==> config.mk <==
export PLATFORM = sky130hd
export DESIGN_NAME = fill_step_governor
export DESIGN_NICKNAME = d
export VERILOG_FILES = /design/src/rtl/gov_pkg.sv /design/src/rtl/gov_band_calc.sv /design/src/rtl/gov_drift_watch.sv /design/src/rtl/gov_step_pick.sv /design/src/rtl/gov_level_step.sv /design/src/rtl/fill_step_governor.sv
export SDC_FILE = /design/constraint.sdc
export NUM_CORES = 1
export LEC_CHECK = 0
export BUFFER_PORTS_ARGS = -buffer_cell sky130_fd_sc_hd__buf_2
export CORE_ASPECT_RATIO = 0.9
export CORE_MARGIN = 4
export CORE_UTILIZATION = 57
export DETAILED_ROUTE_END_ITERATION = 10
export PLACE_DENSITY = 0.87
export SLEW_MARGIN = 20
export SYNTH_ARGS = -nofsm -noshare
export SYNTH_HDL_FRONTEND = slang
export SYNTH_SLANG_ARGS = --single-unit
==> constraint.sdc <==
create_clock -name clk -period 9.2 [get_ports clk]
set_input_delay 1.38 -clock clk [delete_from_list [all_inputs] [get_ports clk]]
set_output_delay 1.38 -clock clk [all_outputs]
set_load 0.01 [all_outputs]
==> src/rtl/gov_pkg.sv <==
// Package: shared types for the drift-triggered frequency governor.
// Assumes nothing beyond SystemVerilog 2017 enum support.
package gov_pkg;
    // Direction requested by one evaluation.
    typedef enum logic [1:0] {
        STEP_HOLD  = 2'd0,
        STEP_RAISE = 2'd1,
        STEP_LOWER = 2'd2
    } step_dir_e;
endpackage

==> src/rtl/gov_band_calc.sv <==
// Module: gov_band_calc
// Derives the hysteresis band edges as setpoint -/+ (setpoint*HYST_NUM >> HYST_SHIFT),
// using shift-add terms chosen by the set bits of HYST_NUM. Assumes
// HYST_NUM < 2**HYST_SHIFT, so the offset never exceeds the setpoint.
// The outputs are one bit wider than the setpoint so that the high edge cannot wrap.
module gov_band_calc #(
    parameter int OCC_W      = 10,
    parameter int HYST_NUM   = 13,
    parameter int HYST_SHIFT = 7
) (
    input  logic [OCC_W-1:0] set_lvl,
    output logic [OCC_W:0]   band_lo,
    output logic [OCC_W:0]   band_hi
);
    localparam int NUM_W  = $clog2(HYST_NUM + 1);
    localparam int PROD_W = OCC_W + NUM_W;
    localparam logic [NUM_W-1:0] NUM_BITS = NUM_W'(HYST_NUM);

    logic [PROD_W-1:0] term [NUM_W];
    logic [PROD_W-1:0] prod;
    logic [OCC_W-1:0]  offset;

    // One shifted copy of the setpoint for each set bit of the multiplier.
    for (genvar i = 0; i < NUM_W; i++) begin : g_term
        if (NUM_BITS[i]) begin : g_on
            assign term[i] = PROD_W'(set_lvl) << i;
        end else begin : g_off
            assign term[i] = '0;
        end
    end

    // Sum the partial products.
    always_comb begin
        prod = '0;
        for (int i = 0; i < NUM_W; i++) begin
            prod = prod + term[i];
        end
    end

    assign offset  = OCC_W'(prod >> HYST_SHIFT);
    assign band_lo = {1'b0, set_lvl} - {1'b0, offset};
    assign band_hi = {1'b0, set_lvl} + {1'b0, offset};
endmodule

==> src/rtl/gov_drift_watch.sv <==
// Module: gov_drift_watch
// Holds the fill level seen at the last evaluation and raises `fire` when the
// live fill level has moved from it by strictly more than trig_delta.
// Assumes a synchronous active-low reset. During reset the reference follows the input.
module gov_drift_watch #(
    parameter int OCC_W = 10
) (
    input  logic             clk,
    input  logic             rst_n,
    input  logic [OCC_W-1:0] fill_lvl,
    input  logic [OCC_W-1:0] trig_delta,
    output logic             fire
);
    logic [OCC_W-1:0] ref_lvl;
    logic [OCC_W-1:0] drift;

    // Absolute distance between the live level and the reference.
    always_comb begin
        if (fill_lvl >= ref_lvl) drift = fill_lvl - ref_lvl;
        else                     drift = ref_lvl - fill_lvl;
        fire = (drift > trig_delta);
    end

    // Reload the reference during reset and on each triggered evaluation only.
    always_ff @(posedge clk) begin
        if (!rst_n)    ref_lvl <= fill_lvl;
        else if (fire) ref_lvl <= fill_lvl;
    end
endmodule

==> src/rtl/gov_step_pick.sv <==
// Module: gov_step_pick
// Chooses raise, lower or hold for a triggered evaluation. In plain mode it compares
// against the setpoint. In band mode it compares against the band edges, which are inclusive.
// Assumes the band edges come from gov_band_calc for the same setpoint.
module gov_step_pick
    import gov_pkg::*;
#(
    parameter int OCC_W = 10
) (
    input  logic             fire,
    input  logic             hyst_en,
    input  logic [OCC_W-1:0] fill_lvl,
    input  logic [OCC_W-1:0] set_lvl,
    input  logic [OCC_W:0]   band_lo,
    input  logic [OCC_W:0]   band_hi,
    output step_dir_e        dir
);
    logic [OCC_W:0] fill_x;
    logic [OCC_W:0] up_edge;
    logic [OCC_W:0] dn_edge;

    // Select the comparison edges for the active rule.
    always_comb begin
        fill_x  = {1'b0, fill_lvl};
        up_edge = hyst_en ? band_lo : {1'b0, set_lvl};
        dn_edge = hyst_en ? band_hi : {1'b0, set_lvl};
    end

    // Request a direction only when an evaluation fired.
    always_comb begin
        dir = STEP_HOLD;
        if (fire) begin
            if (fill_x < up_edge)      dir = STEP_RAISE;
            else if (fill_x > dn_edge) dir = STEP_LOWER;
        end
    end
endmodule

==> src/rtl/gov_level_step.sv <==
// Module: gov_level_step
// Saturating level register moving one step per request, with a strobe for each
// real change. Assumes synchronous active-low reset to the top level.
module gov_level_step
    import gov_pkg::*;
#(
    parameter int NUM_LEVELS = 6,
    parameter int LVL_W      = 3
) (
    input  logic             clk,
    input  logic             rst_n,
    input  step_dir_e        dir,
    output logic [LVL_W-1:0] freq_idx,
    output logic             step_pulse
);
    localparam logic [LVL_W-1:0] TOP = LVL_W'(NUM_LEVELS - 1);

    logic [LVL_W-1:0] nxt_idx;
    logic             nxt_pulse;

    // Next level with saturation at both ends.
    always_comb begin
        nxt_idx   = freq_idx;
        nxt_pulse = 1'b0;
        unique case (dir)
            STEP_RAISE: if (freq_idx < TOP) begin
                nxt_idx   = freq_idx + 1'b1;
                nxt_pulse = 1'b1;
            end
            STEP_LOWER: if (freq_idx != '0) begin
                nxt_idx   = freq_idx - 1'b1;
                nxt_pulse = 1'b1;
            end
            default: ;
        endcase
    end

    // Register the level and strobe.
    always_ff @(posedge clk) begin
        if (!rst_n) begin
            freq_idx   <= TOP;
            step_pulse <= 1'b0;
        end else begin
            freq_idx   <= nxt_idx;
            step_pulse <= nxt_pulse;
        end
    end
endmodule

==> src/rtl/fill_step_governor.sv <==
// Module: fill_step_governor (top)
// Drift-triggered, one-step-at-a-time frequency level governor driven by buffer fill.
// Assumes fill_lvl, set_lvl and trig_delta are synchronous to clk. Reset is synchronous, active low.
module fill_step_governor
    import gov_pkg::*;
#(
    parameter int OCC_W      = 10,
    parameter int NUM_LEVELS = 6,
    parameter int HYST_NUM   = 13,
    parameter int HYST_SHIFT = 7,
    localparam int LVL_W     = $clog2(NUM_LEVELS)
) (
    input  logic             clk,
    input  logic             rst_n,
    input  logic [OCC_W-1:0] fill_lvl,
    input  logic [OCC_W-1:0] set_lvl,
    input  logic [OCC_W-1:0] trig_delta,
    input  logic             hyst_en,
    output logic [LVL_W-1:0] freq_idx,
    output logic             step_pulse
);
    logic           fire;
    logic [OCC_W:0] band_lo;
    logic [OCC_W:0] band_hi;
    step_dir_e      dir;

    gov_band_calc #(
        .OCC_W(OCC_W), .HYST_NUM(HYST_NUM), .HYST_SHIFT(HYST_SHIFT)
    ) u_band (
        .set_lvl(set_lvl), .band_lo(band_lo), .band_hi(band_hi)
    );

    gov_drift_watch #(.OCC_W(OCC_W)) u_drift (
        .clk(clk), .rst_n(rst_n), .fill_lvl(fill_lvl),
        .trig_delta(trig_delta), .fire(fire)
    );

    gov_step_pick #(.OCC_W(OCC_W)) u_pick (
        .fire(fire), .hyst_en(hyst_en), .fill_lvl(fill_lvl), .set_lvl(set_lvl),
        .band_lo(band_lo), .band_hi(band_hi), .dir(dir)
    );

    gov_level_step #(.NUM_LEVELS(NUM_LEVELS), .LVL_W(LVL_W)) u_level (
        .clk(clk), .rst_n(rst_n), .dir(dir),
        .freq_idx(freq_idx), .step_pulse(step_pulse)
    );
endmodule

==> qor.csv, run 1 <==
stage,metric,value,unit
outcome,status,finished clean,
clocking,cts_tree,yes,
global_route,busiest_layer,met2,
clocking,cts_num_sinks,14,
synthesis,synth_ff_type,edfxtp_1,
timing,grt_setup_unrepaired,false,
clocking,cts_buffer_depth,2,
route,drt-wirelength-per-cell,14.8,um
route,drtPass1Iterations,4,
route,via_count,3120,
worst_setup_path,crit_slowest_cell,a2111oi_0,
clocking,worstSkewPairLatency,250,ps
worst_setup_path,slowest_delay,610,ps
clocking,clk_pin_slew,60,ps
synthesis,synth_xor_area_share,6.52,%
clocking,cts_made_buffers,3,
route,antenna_left,0,
global_route,gr-usage-met2,37.8,%
synthesis,synth_nets,550,
floorplan,die_area,7450,um2
power,ir_drop,159,uV
synthesis,synth_top_area_share,28.6,%
floorplan,die_h,82.3,um
finish,seq_area,380,um2
clocking,postCtsSetupRepairBufs,0,
clocking,clockRootBuffer,clkbuf_8,
finish,antenna_cells,0,
finish,multiInputGateArea,2870,um2
hold_path,holdCritPathClass,reg -> reg,
synthesis,yosysMostFrequentCell,ha_1,
worst_setup_path,worst_setup_path_start_kind,input pin,
timing,setup_viol,0,
worst_setup_path,cp-end-kind,flop,
finish,stdcell_area,3780,um2
synthesis,synth-simple-area-share,15.1,%
finish,nets,583,
global_route,gr-usage-met3,3.35,%
timing,fin_skew,5.77,ps
global_route,grt_max_degree,19,
global_route,grt_pass1_vias,3007,
floorplan,ios,37,
synthesis,synth_compound_area_share,22.4,%
synthesis,yosysTopAreaCell,ha_1,
route,wirelength,7820,um
placement,post_dp_cell_area,3720,um2
worst_setup_path,worstSetupPathType,in -> reg,
synthesis,synth_edf_count,10,
timing,layout_worst_path_cycle_share,85.0,%
timing,hold_viol_final,0,
synthesis,netlist_instances,425,
synthesis,ys_types,55,
finish,final_core_util,64.9,%
finish,drive_gt1_share,11.2,%
route,drc,0,
placement,port_buffers,36,
worst_setup_path,cpLargestDelayFamily,compound AO/OA/AOI/OAI gates,
power,power_density,286,nW/um2
finish,area_growth,8.13,%
timing,period_minus_slack,7820,ps
synthesis,seq_area_frac_synth,10.9,%
timing,setup_slack,1380,ps
synthesis,syn_area,3490,um2
global_route,antenna_found_initial,0,
global_route,grt_usage,21.9,%
global_route,grt_pass1_wl,13800,um
timing,max_clock_freq,128,MHz
route,drt-initial-drc-count,164,
global_route,met1_usage,30.4,%
synthesis,synth_area_leaders,"ha_1 (29%), edfxtp_1 (8.6%), fa_1 (6.9%)",
timing,fin_setup_tns,0,ps
placement,pre_cts_slack,1190,ps
floorplan,core-area,5820,um2
floorplan,die_w,90.5,um
floorplan,floorplan.initialDensity,60.0,%
finish,fillerInstances,510,
worst_setup_path,crit_buf_inv,2,
worst_setup_path,required,9330,ps
clocking,htreeDepth,1,
synthesis,ys_seq_elements,14,
clocking,cts_resized,0,
synthesis,avgSynthCellArea,8.22,um2
power,totalPowerFinal,1.08,mW
placement,place_congestion,0.897,
timing,tightest_slew,665,ps
synthesis,synth_top_family_by_area,adder cells,
synthesis,yosysWarnings,0,
route,vias_per_cell,5.92,
synthesis,synth_common_cells,"ha_1 (80), inv_1 (55), a21oi_1 (34)",
global_route,overflow,0,
timing,finalMaxSlewViolations,0,
power,p_leak,1.95,nW
floorplan,row_count,26,
clocking,ctsHoldBuffers,0,
placement,dp_hpwl,6480,um
synthesis,ys_async_sr_fraction,0,%
synthesis,synth_fa_ha_area_share,35.5,%
worst_setup_path,arrival,7950,ps
run,cap_viol_max_count,0,
timing,slew_headroom,54.5,%
worst_setup_path,path_max_fanout,9,
synthesis,muxShareOfSynthArea,2.40,%
report_power, final:
group | switching, mW | total [mW] | internal [mW]
logic | 0.506 | 0.888 | 0.383
clock network | 0.0226 | 0.0605 | 0.0379
registers | 0.0194 | 0.132 | 0.113
cell families (layout without fill, tap and decap cells):
group | Yosys count | in the layout
buffers and inverters | 63 | 95
flip-flops | 14 | 14
multiplexers | 8 | 8
AND/OR/NAND/NOR | 106 | 106
XOR/XNOR | 26 | 26
adder cells (fa/ha/maj) | 92 | 92
AO/OA/AOI/OAI | 116 | 116
tightest hold or removal path, cell delays in order (launching register included):
cell	delay (ps)
dfxtp_1	330
nor2_1	140
a311oi_1	100
path summary, 6_finish.rpt:
check        slack (ps)                   to  cells past startpoint           startpoint
max                1380  u_level.freq_idx[2]                     30           set_lvl[4]
min                 620  u_level.freq_idx[0]                      2  u_level.freq_idx[0]
max reg2reg        2990  u_level.freq_idx[2]                     21   u_drift.ref_lvl[5]
min reg2reg         620  u_level.freq_idx[0]                      2  u_level.freq_idx[0]
state kept, by name (all words and copies together), names as in the netlist:
register,count
u_level.step_pulse,1
u_level.freq_idx,3
u_drift.ref_lvl,10
stage by stage:
step | hold slack [ps] | instances
finish | 616 | 527
CTS | 619 | 527
floorplan | 613 | 425
detailed placement | 599 | 523
global placement | 613 | 523
global route | 675 | 527
cell usage in the layout, fill, tap and decap left out, types with 9 or more instances in the layout:
master    count
ha_1         80
inv_1        55
buf_2        36
a21oi_1      34
nor2_1       33
xnor2_1      22
nand2_1      20
a21o_1       19
o21ai_0      15
nand2b_1     12
fa_1         12
edfxtp_1     10
nand3_1       9
cell type report:
cell class,count,share of cell area [%]
Clock buffer,4,1.46
Inverter,55,5.46
Tap cell,70,2.32
Timing Repair Buffer,36,4.77
Sequential cell,14,10.1
Multi-Input combinational cell,348,75.9
routing by layer:
metal	share of wire [%]	vias up	routed length [um]
li1	-	1572	-
met5	0	-	0
met1	48	1454	3770
met4	0.32	0	25
met2	46	90	3580
met3	5.7	4	442
No activity file was read; power rests on OpenSTA's default activity.
==> run 2, diff against run 1 <==
--- a/config.mk
+++ b/config.mk
@@ -10,6 +10,7 @@
 export CORE_MARGIN = 4
 export CORE_UTILIZATION = 57
 export DETAILED_ROUTE_END_ITERATION = 10
+export MAX_ROUTING_LAYER = met4
 export PLACE_DENSITY = 0.87
 export SLEW_MARGIN = 20
 export SYNTH_ARGS = -nofsm -noshare
==> qor.csv, run 2 (synthesis results as in run 1) <==
stage,metric,value,unit,change
floorplan,core-area,5820,um2,unchanged
floorplan,floorplan.initialDensity,60.0,%,unchanged
finish,layout_common_cells,"ha_1 (80), inv_1 (55), buf_2 (36)",,
route,drt-initial-drc-count,187,,+14%
worst_setup_path,crit_slowest_cell,a2111oi_0,,
finish,antenna_cells,0,,unchanged
worst_setup_path,cp-end-kind,flop,,
clocking,cts_num_sinks,14,,unchanged
finish,largest_register_ffs,10,,unchanged
finish,drive_gt1_share,11.1,%,-0.024 points
clocking,postCtsSetupRepairBufs,0,,unchanged
route,vias_per_cell,5.78,,-2.3%
route,drc,0,,unchanged
timing,finalMaxSlewViolations,0,,unchanged
power,switching_share,50.2,%,-0.51 points
clocking,worstSkewPairLatency,250,ps,about the same
clocking,cts_buffer_depth,2,,unchanged
floorplan,die_h,82.3,um,unchanged
timing,fin_setup_tns,0,ps,unchanged
power,p_int,0.540,mW,+1.2%
route,antenna_left,0,,unchanged
clocking,clockRootBuffer,clkbuf_8,,
power,comb_power_share,82.0,%,-0.2 points
global_route,grt_pass1_vias,2873,,-4.5%
clocking,cts_resized,0,,unchanged
finish,final_common_cell,ha_1,,
outcome,status,finished clean,,
clocking,ctsHoldBuffers,0,,unchanged
run,cap_viol_max_count,0,,unchanged
route,via_count,3053,,-2.1%
finish,area_growth,8.16,%,about the same
placement,pre_cts_slack,1200,ps,+9.87 ps
placement,dp_hpwl,6320,um,-2.5%
global_route,busiest_layer,met2,,
worst_setup_path,r2r_slack,3350,ps,+360 ps
floorplan,row_count,26,,unchanged
power,p_sw,0.543,mW,-0.83%
finish,largest-register,u_drift.ref_lvl,,
timing,grt_setup_unrepaired,false,,
clocking,clk_pin_slew,60,ps,about the same
worst_setup_path,slowest_delay,620,ps,about the same
worst_setup_path,required,9340,ps,about the same
placement,place_congestion,0.919,,+2.4%
route,drtPass1Iterations,6,,+2
timing,tightest_slew,680,ps,+14.9 ps
finish,fillerInstances,491,,-3.7%
power,totalPowerFinal,1.08,mW,+0.18%
global_route,grt_usage,21.8,%,-0.13 points
power,pwr-share-clk,5.9,%,+0.3 points
global_route,grt_pass1_wl,13200,um,-4.6%
clocking,cts_made_buffers,3,,unchanged
global_route,grt_max_degree,19,,unchanged
power,ir_drop,195,uV,+23%
worst_setup_path,worstSetupPathType,in -> reg,,
timing,layout_worst_path_cycle_share,84.4,%,-0.64 points
route,drt-wirelength-per-cell,14.3,um,-3.5%
power,p_seq_share,12.2,%,about the same
power,p_leak,1.96,nW,+0.21%
global_route,gr-usage-met2,36.0,%,-1.9 points
global_route,met1_usage,29.5,%,-0.83 points
timing,period_minus_slack,7760,ps,-58.6 ps
floorplan,die_area,7450,um2,unchanged
finish,nets,584,,+0.17%
clocking,cts_tree,yes,,
power,power_density,286,nW/um2,+0.14%
timing,hold_viol_final,0,,unchanged
timing,setup_slack,1440,ps,+58.6 ps
worst_setup_path,worst_setup_path_start_kind,input pin,,
timing,max_clock_freq,129,MHz,+0.76%
floorplan,ios,37,,unchanged
placement,port_buffers,36,,unchanged
timing,setup_viol,0,,unchanged
timing,fin_skew,9.38,ps,+3.61 ps
global_route,overflow,0,,unchanged
worst_setup_path,arrival,7900,ps,-50 ps
hold_path,holdCritPathClass,reg -> reg,,
worst_setup_path,path_max_fanout,9,,unchanged
timing,slew_headroom,53.5,%,-1.0 points
clocking,htreeDepth,1,,unchanged
floorplan,die_w,90.5,um,unchanged
finish,reg_top3,"u_drift.ref_lvl: 10 flops, u_level.freq_idx: 3 flops, u_level.step_pulse: 1 flops",,
global_route,gr-usage-met3,3.26,%,-0.091 points
global_route,antenna_found_initial,0,,unchanged
route,wirelength,7560,um,-3.3%
run 2: final cells by class:
class / count / area, um2 / area share, %
Multi-Input combinational cell: 348 / 2860 / 75.7
Clock buffer: 4 / 55.1 / 1.46
Tap cell: 70 / 87.6 / 2.32
Inverter: 55 / 206 / 5.46
Timing Repair Buffer: 37 / 188 / 4.97
Sequential cell: 14 / 380 / 10.1
run 2: worst paths after layout:
| check | start | endpoint | depth (start not counted) |
|---|---|---|---|
| max reg2reg | u_drift.ref_lvl[5] | u_level.freq_idx[2] | 22 |
| min | u_level.freq_idx[0] | u_level.freq_idx[0] | 2 |
| max | set_lvl[4] | u_level.freq_idx[2] | 30 |
| min reg2reg | u_level.freq_idx[0] | u_level.freq_idx[0] | 2 |
run 2: layer usage:
layer	share of wire, %	up-vias
met5	0	-
met4	0.56	0
met3	5.5	6
met2	44	87
met1	50	1386
li1	-	1574
run 2: per-stage QoR:
stage               hold slack [ps]  cells  util (%)  area (um2)
global placement                613    524      64.0        3720
CTS                             637    528      64.9        3780
floorplan                       613    425         -        3490
detailed placement              624    524      64.0        3720
finish                          634    528      64.9        3780
global route                    660    528      64.9        3780
run 2: critical path, delay by kind of cell:
kind | cells | cell delay [ps]
AOI/OAI and AO/OA | 14 | 2940
adders and majority gates | 5 | 1690
and+or+nand+nor | 7 | 1090
xor gates and xnor gates | 2 | 450
buffers and inverters | 2 | 340
run 2: power groups by stage:
stage / clock network [mW] / registers [mW] / logic, mW
floorplan: 0 / 0.132 / 0.681
global placement: 0 / 0.130 / 0.843
detailed placement: 0 / 0.133 / 0.874
CTS: 0.0636 / 0.132 / 0.882
global route: 0.0666 / 0.136 / 1.01
finish: 0.0633 / 0.132 / 0.888
==> run 3, diff against run 2 <==
==> constraint.sdc (replaced) <==
create_clock -name clk -period 7.6 [get_ports clk]
set_input_delay 1.14 -clock clk [delete_from_list [all_inputs] [get_ports clk]]
set_output_delay 1.14 -clock clk [all_outputs]
set_load 0.01 [all_outputs]
==> qor.csv, run 3 (synthesis results as in run 1) <==
stage,metric,value,unit,change
outcome,status,finished clean,,
finish,area_growth,9.63,%,
clocking,clk_pin_slew,60,ps,about the same
global_route,grt_usage,22.0,%,+0.18 points
worst_setup_path,worstSetupPathType,in -> reg,,
timing,setup_slack,438,ps,-1000 ps
placement,pre_cts_slack,-129,ps,-1330 ps
worst_setup_path,path_max_fanout,8,,-1
clocking,cts_made_buffers,3,,unchanged
finish,stdcell_area,3830,um2,+1.4%
global_route,grt_pass1_wl,13300,um,+1.3%
route,via_count,3106,,+1.7%
clocking,cts_num_sinks,14,,unchanged
run,cap_viol_max_count,0,,unchanged
clocking,cts_buffer_depth,2,,unchanged
timing,tightest_slew,630,ps,-49.5 ps
floorplan,core-area,5820,um2,unchanged
route,vias_per_cell,5.85,,+1.2%
route,drc,0,,unchanged
floorplan,die_w,90.5,um,unchanged
timing,hold_ws,659,ps,+24.9 ps
placement,placed_cells,525,,+0.19%
timing,fin_skew,1.39,ps,-7.99 ps
placement,port_buffers,36,,unchanged
global_route,grt_max_degree,19,,unchanged
timing,hold_viol_final,0,,unchanged
worst_setup_path,cp_common_cell,ha_1,,
finish,fillerInstances,511,,+4.1%
hold_path,holdCritPathClass,reg -> reg,,
finish,nets,587,,+0.51%
timing,setup_viol,0,,unchanged
clocking,cts_tree,yes,,
clocking,worstSkewPairLatency,250,ps,about the same
finish,layout_common_cells,"ha_1 (79), inv_1 (55), buf_2 (36)",,
route,drt-initial-drc-count,213,,+14%
finish,largest_register_ffs,10,,unchanged
floorplan,die_h,82.3,um,unchanged
timing,max_clock_freq,140,MHz,
worst_setup_path,arrival,7300,ps,-600 ps
power,ir_drop,189,uV,-3.3%
clocking,htreeDepth,1,,unchanged
worst_setup_path,cpLargestDelayFamily,compound AO/OA/AOI/OAI gates,,
power,p_leak,1.97,nW,+0.84%
clocking,clockRootBuffer,clkbuf_8,,
finish,final_common_cell,ha_1,,
worst_setup_path,crit_slowest_cell,fa_1,,
placement,dp_hpwl,6360,um,+0.60%
timing,period_minus_slack,7160,ps,
placement,post_dp_cell_area,3730,um2,+0.20%
floorplan,die_area,7450,um2,unchanged
route,antenna_left,0,,unchanged
finish,layoutNonFillerInstCount,531,,+0.57%
global_route,antenna_found_initial,0,,unchanged
floorplan,floorplan.initialDensity,60.0,%,unchanged
worst_setup_path,cp-end-kind,flop,,
route,drt-wirelength-per-cell,14.5,um,+1.2%
route,wirelength,7700,um,+1.8%
route,drtPass1Iterations,5,,-1
clocking,ctsHoldBuffers,0,,unchanged
finish,reg_top3,"u_drift.ref_lvl: 10 flops, u_level.freq_idx: 3 flops, u_level.step_pulse: 1 flops",,
worst_setup_path,crit_buf_inv,3,,+1
timing,finalMaxSlewViolations,0,,unchanged
global_route,overflow,0,,unchanged
worst_setup_path,worst_setup_path_start_kind,input pin,,
power,power_density,345,nW/um2,+21%
floorplan,ios,37,,unchanged
finish,antenna_cells,0,,unchanged
timing,layout_worst_path_cycle_share,94.2,%,
finish,largest-register,u_drift.ref_lvl,,
worst_setup_path,slowest_delay,450,ps,-170 ps
floorplan,row_count,26,,unchanged
worst_setup_path,required,7730,ps,-1610 ps
finish,drive_gt1_share,13.0,%,+1.9 points
global_route,grt_pass1_vias,2934,,+2.1%
timing,slew_headroom,58.0,%,+4.5 points
placement,place_congestion,0.946,,+2.9%
run 3: cell type report:
| type | instances | area, um2 | area share (%) |
|---|---|---|---|
| sequential | 14 | 380 | 9.93 |
| inverter | 55 | 206 | 5.39 |
| multi-input combinational | 348 | 2890 | 75.5 |
| timing repair buffer | 40 | 210 | 5.49 |
| clock buffer | 4 | 55.1 | 1.44 |
| tap | 70 | 87.6 | 2.29 |
run 3: metal layers:
layer / vias up / track usage, % / wire length [um]
met1: 1445 / 30.3 / 3800
met2: 87 / 35.9 / 3440
met3: 4 / 2.99 / 427
li1: 1570 / - / -
met4: 0 / 2.45 / 27
met5: - / - / 0
run 3: worst register-to-register path, cell delays in order (launching register included):
cell and delay, ps:
edfxtp_1 390, ha_1 480, and3_1 250, a211o_1 160, o221ai_2 120, o21ai_2 540
mux2i_1 410, o21ai_0 190, a221oi_1 270, o22ai_1 130, ha_1 310, nand2_1 50
o21ai_0 230, a2111oi_0 100, a311oi_1 270, buf_4 210, nand4_1 160, or2_2 330
fa_1 430, nor2_1 120, and4_1 200, o31ai_1 70, a311o_1 320
run 3: final timing paths:
check,start,slack [ps],endpoint,cells past startpoint
setup / recovery,set_lvl[4],440,u_level.freq_idx[2],31
hold reg to reg,u_level.freq_idx[2],660,u_level.freq_idx[2],1
hold / removal,u_level.freq_idx[2],660,u_level.freq_idx[2],1
setup reg to reg,u_drift.ref_lvl[5],1740,u_level.freq_idx[2],22
run 3: per-stage QoR:
| step | TNS, ps | utilization [%] | power (mW) |
|---|---|---|---|
| after floorplan | 0 | - | 0.984 |
| after global placement | 0 | 64.1 | 1.18 |
| after detailed placement | -129 | 64.1 | 1.22 |
| after CTS | 0 | 65.0 | 1.30 |
| after global routing | -8.05 | 65.8 | 1.48 |
| final | 0 | 65.8 | 1.32 |
run 3: where the power goes:
group          switching (mW)  internal [mW]
registers              0.0232          0.136
logic                   0.611          0.479
clock network          0.0282         0.0459
total                   0.662          0.661
run 3: repair_timing:
action	in CTS	in global routing
setup buffers	0	2
setup endpoints to repair	0	1
endpoints found under the hold margin	0	0
gates resized for setup	0	7
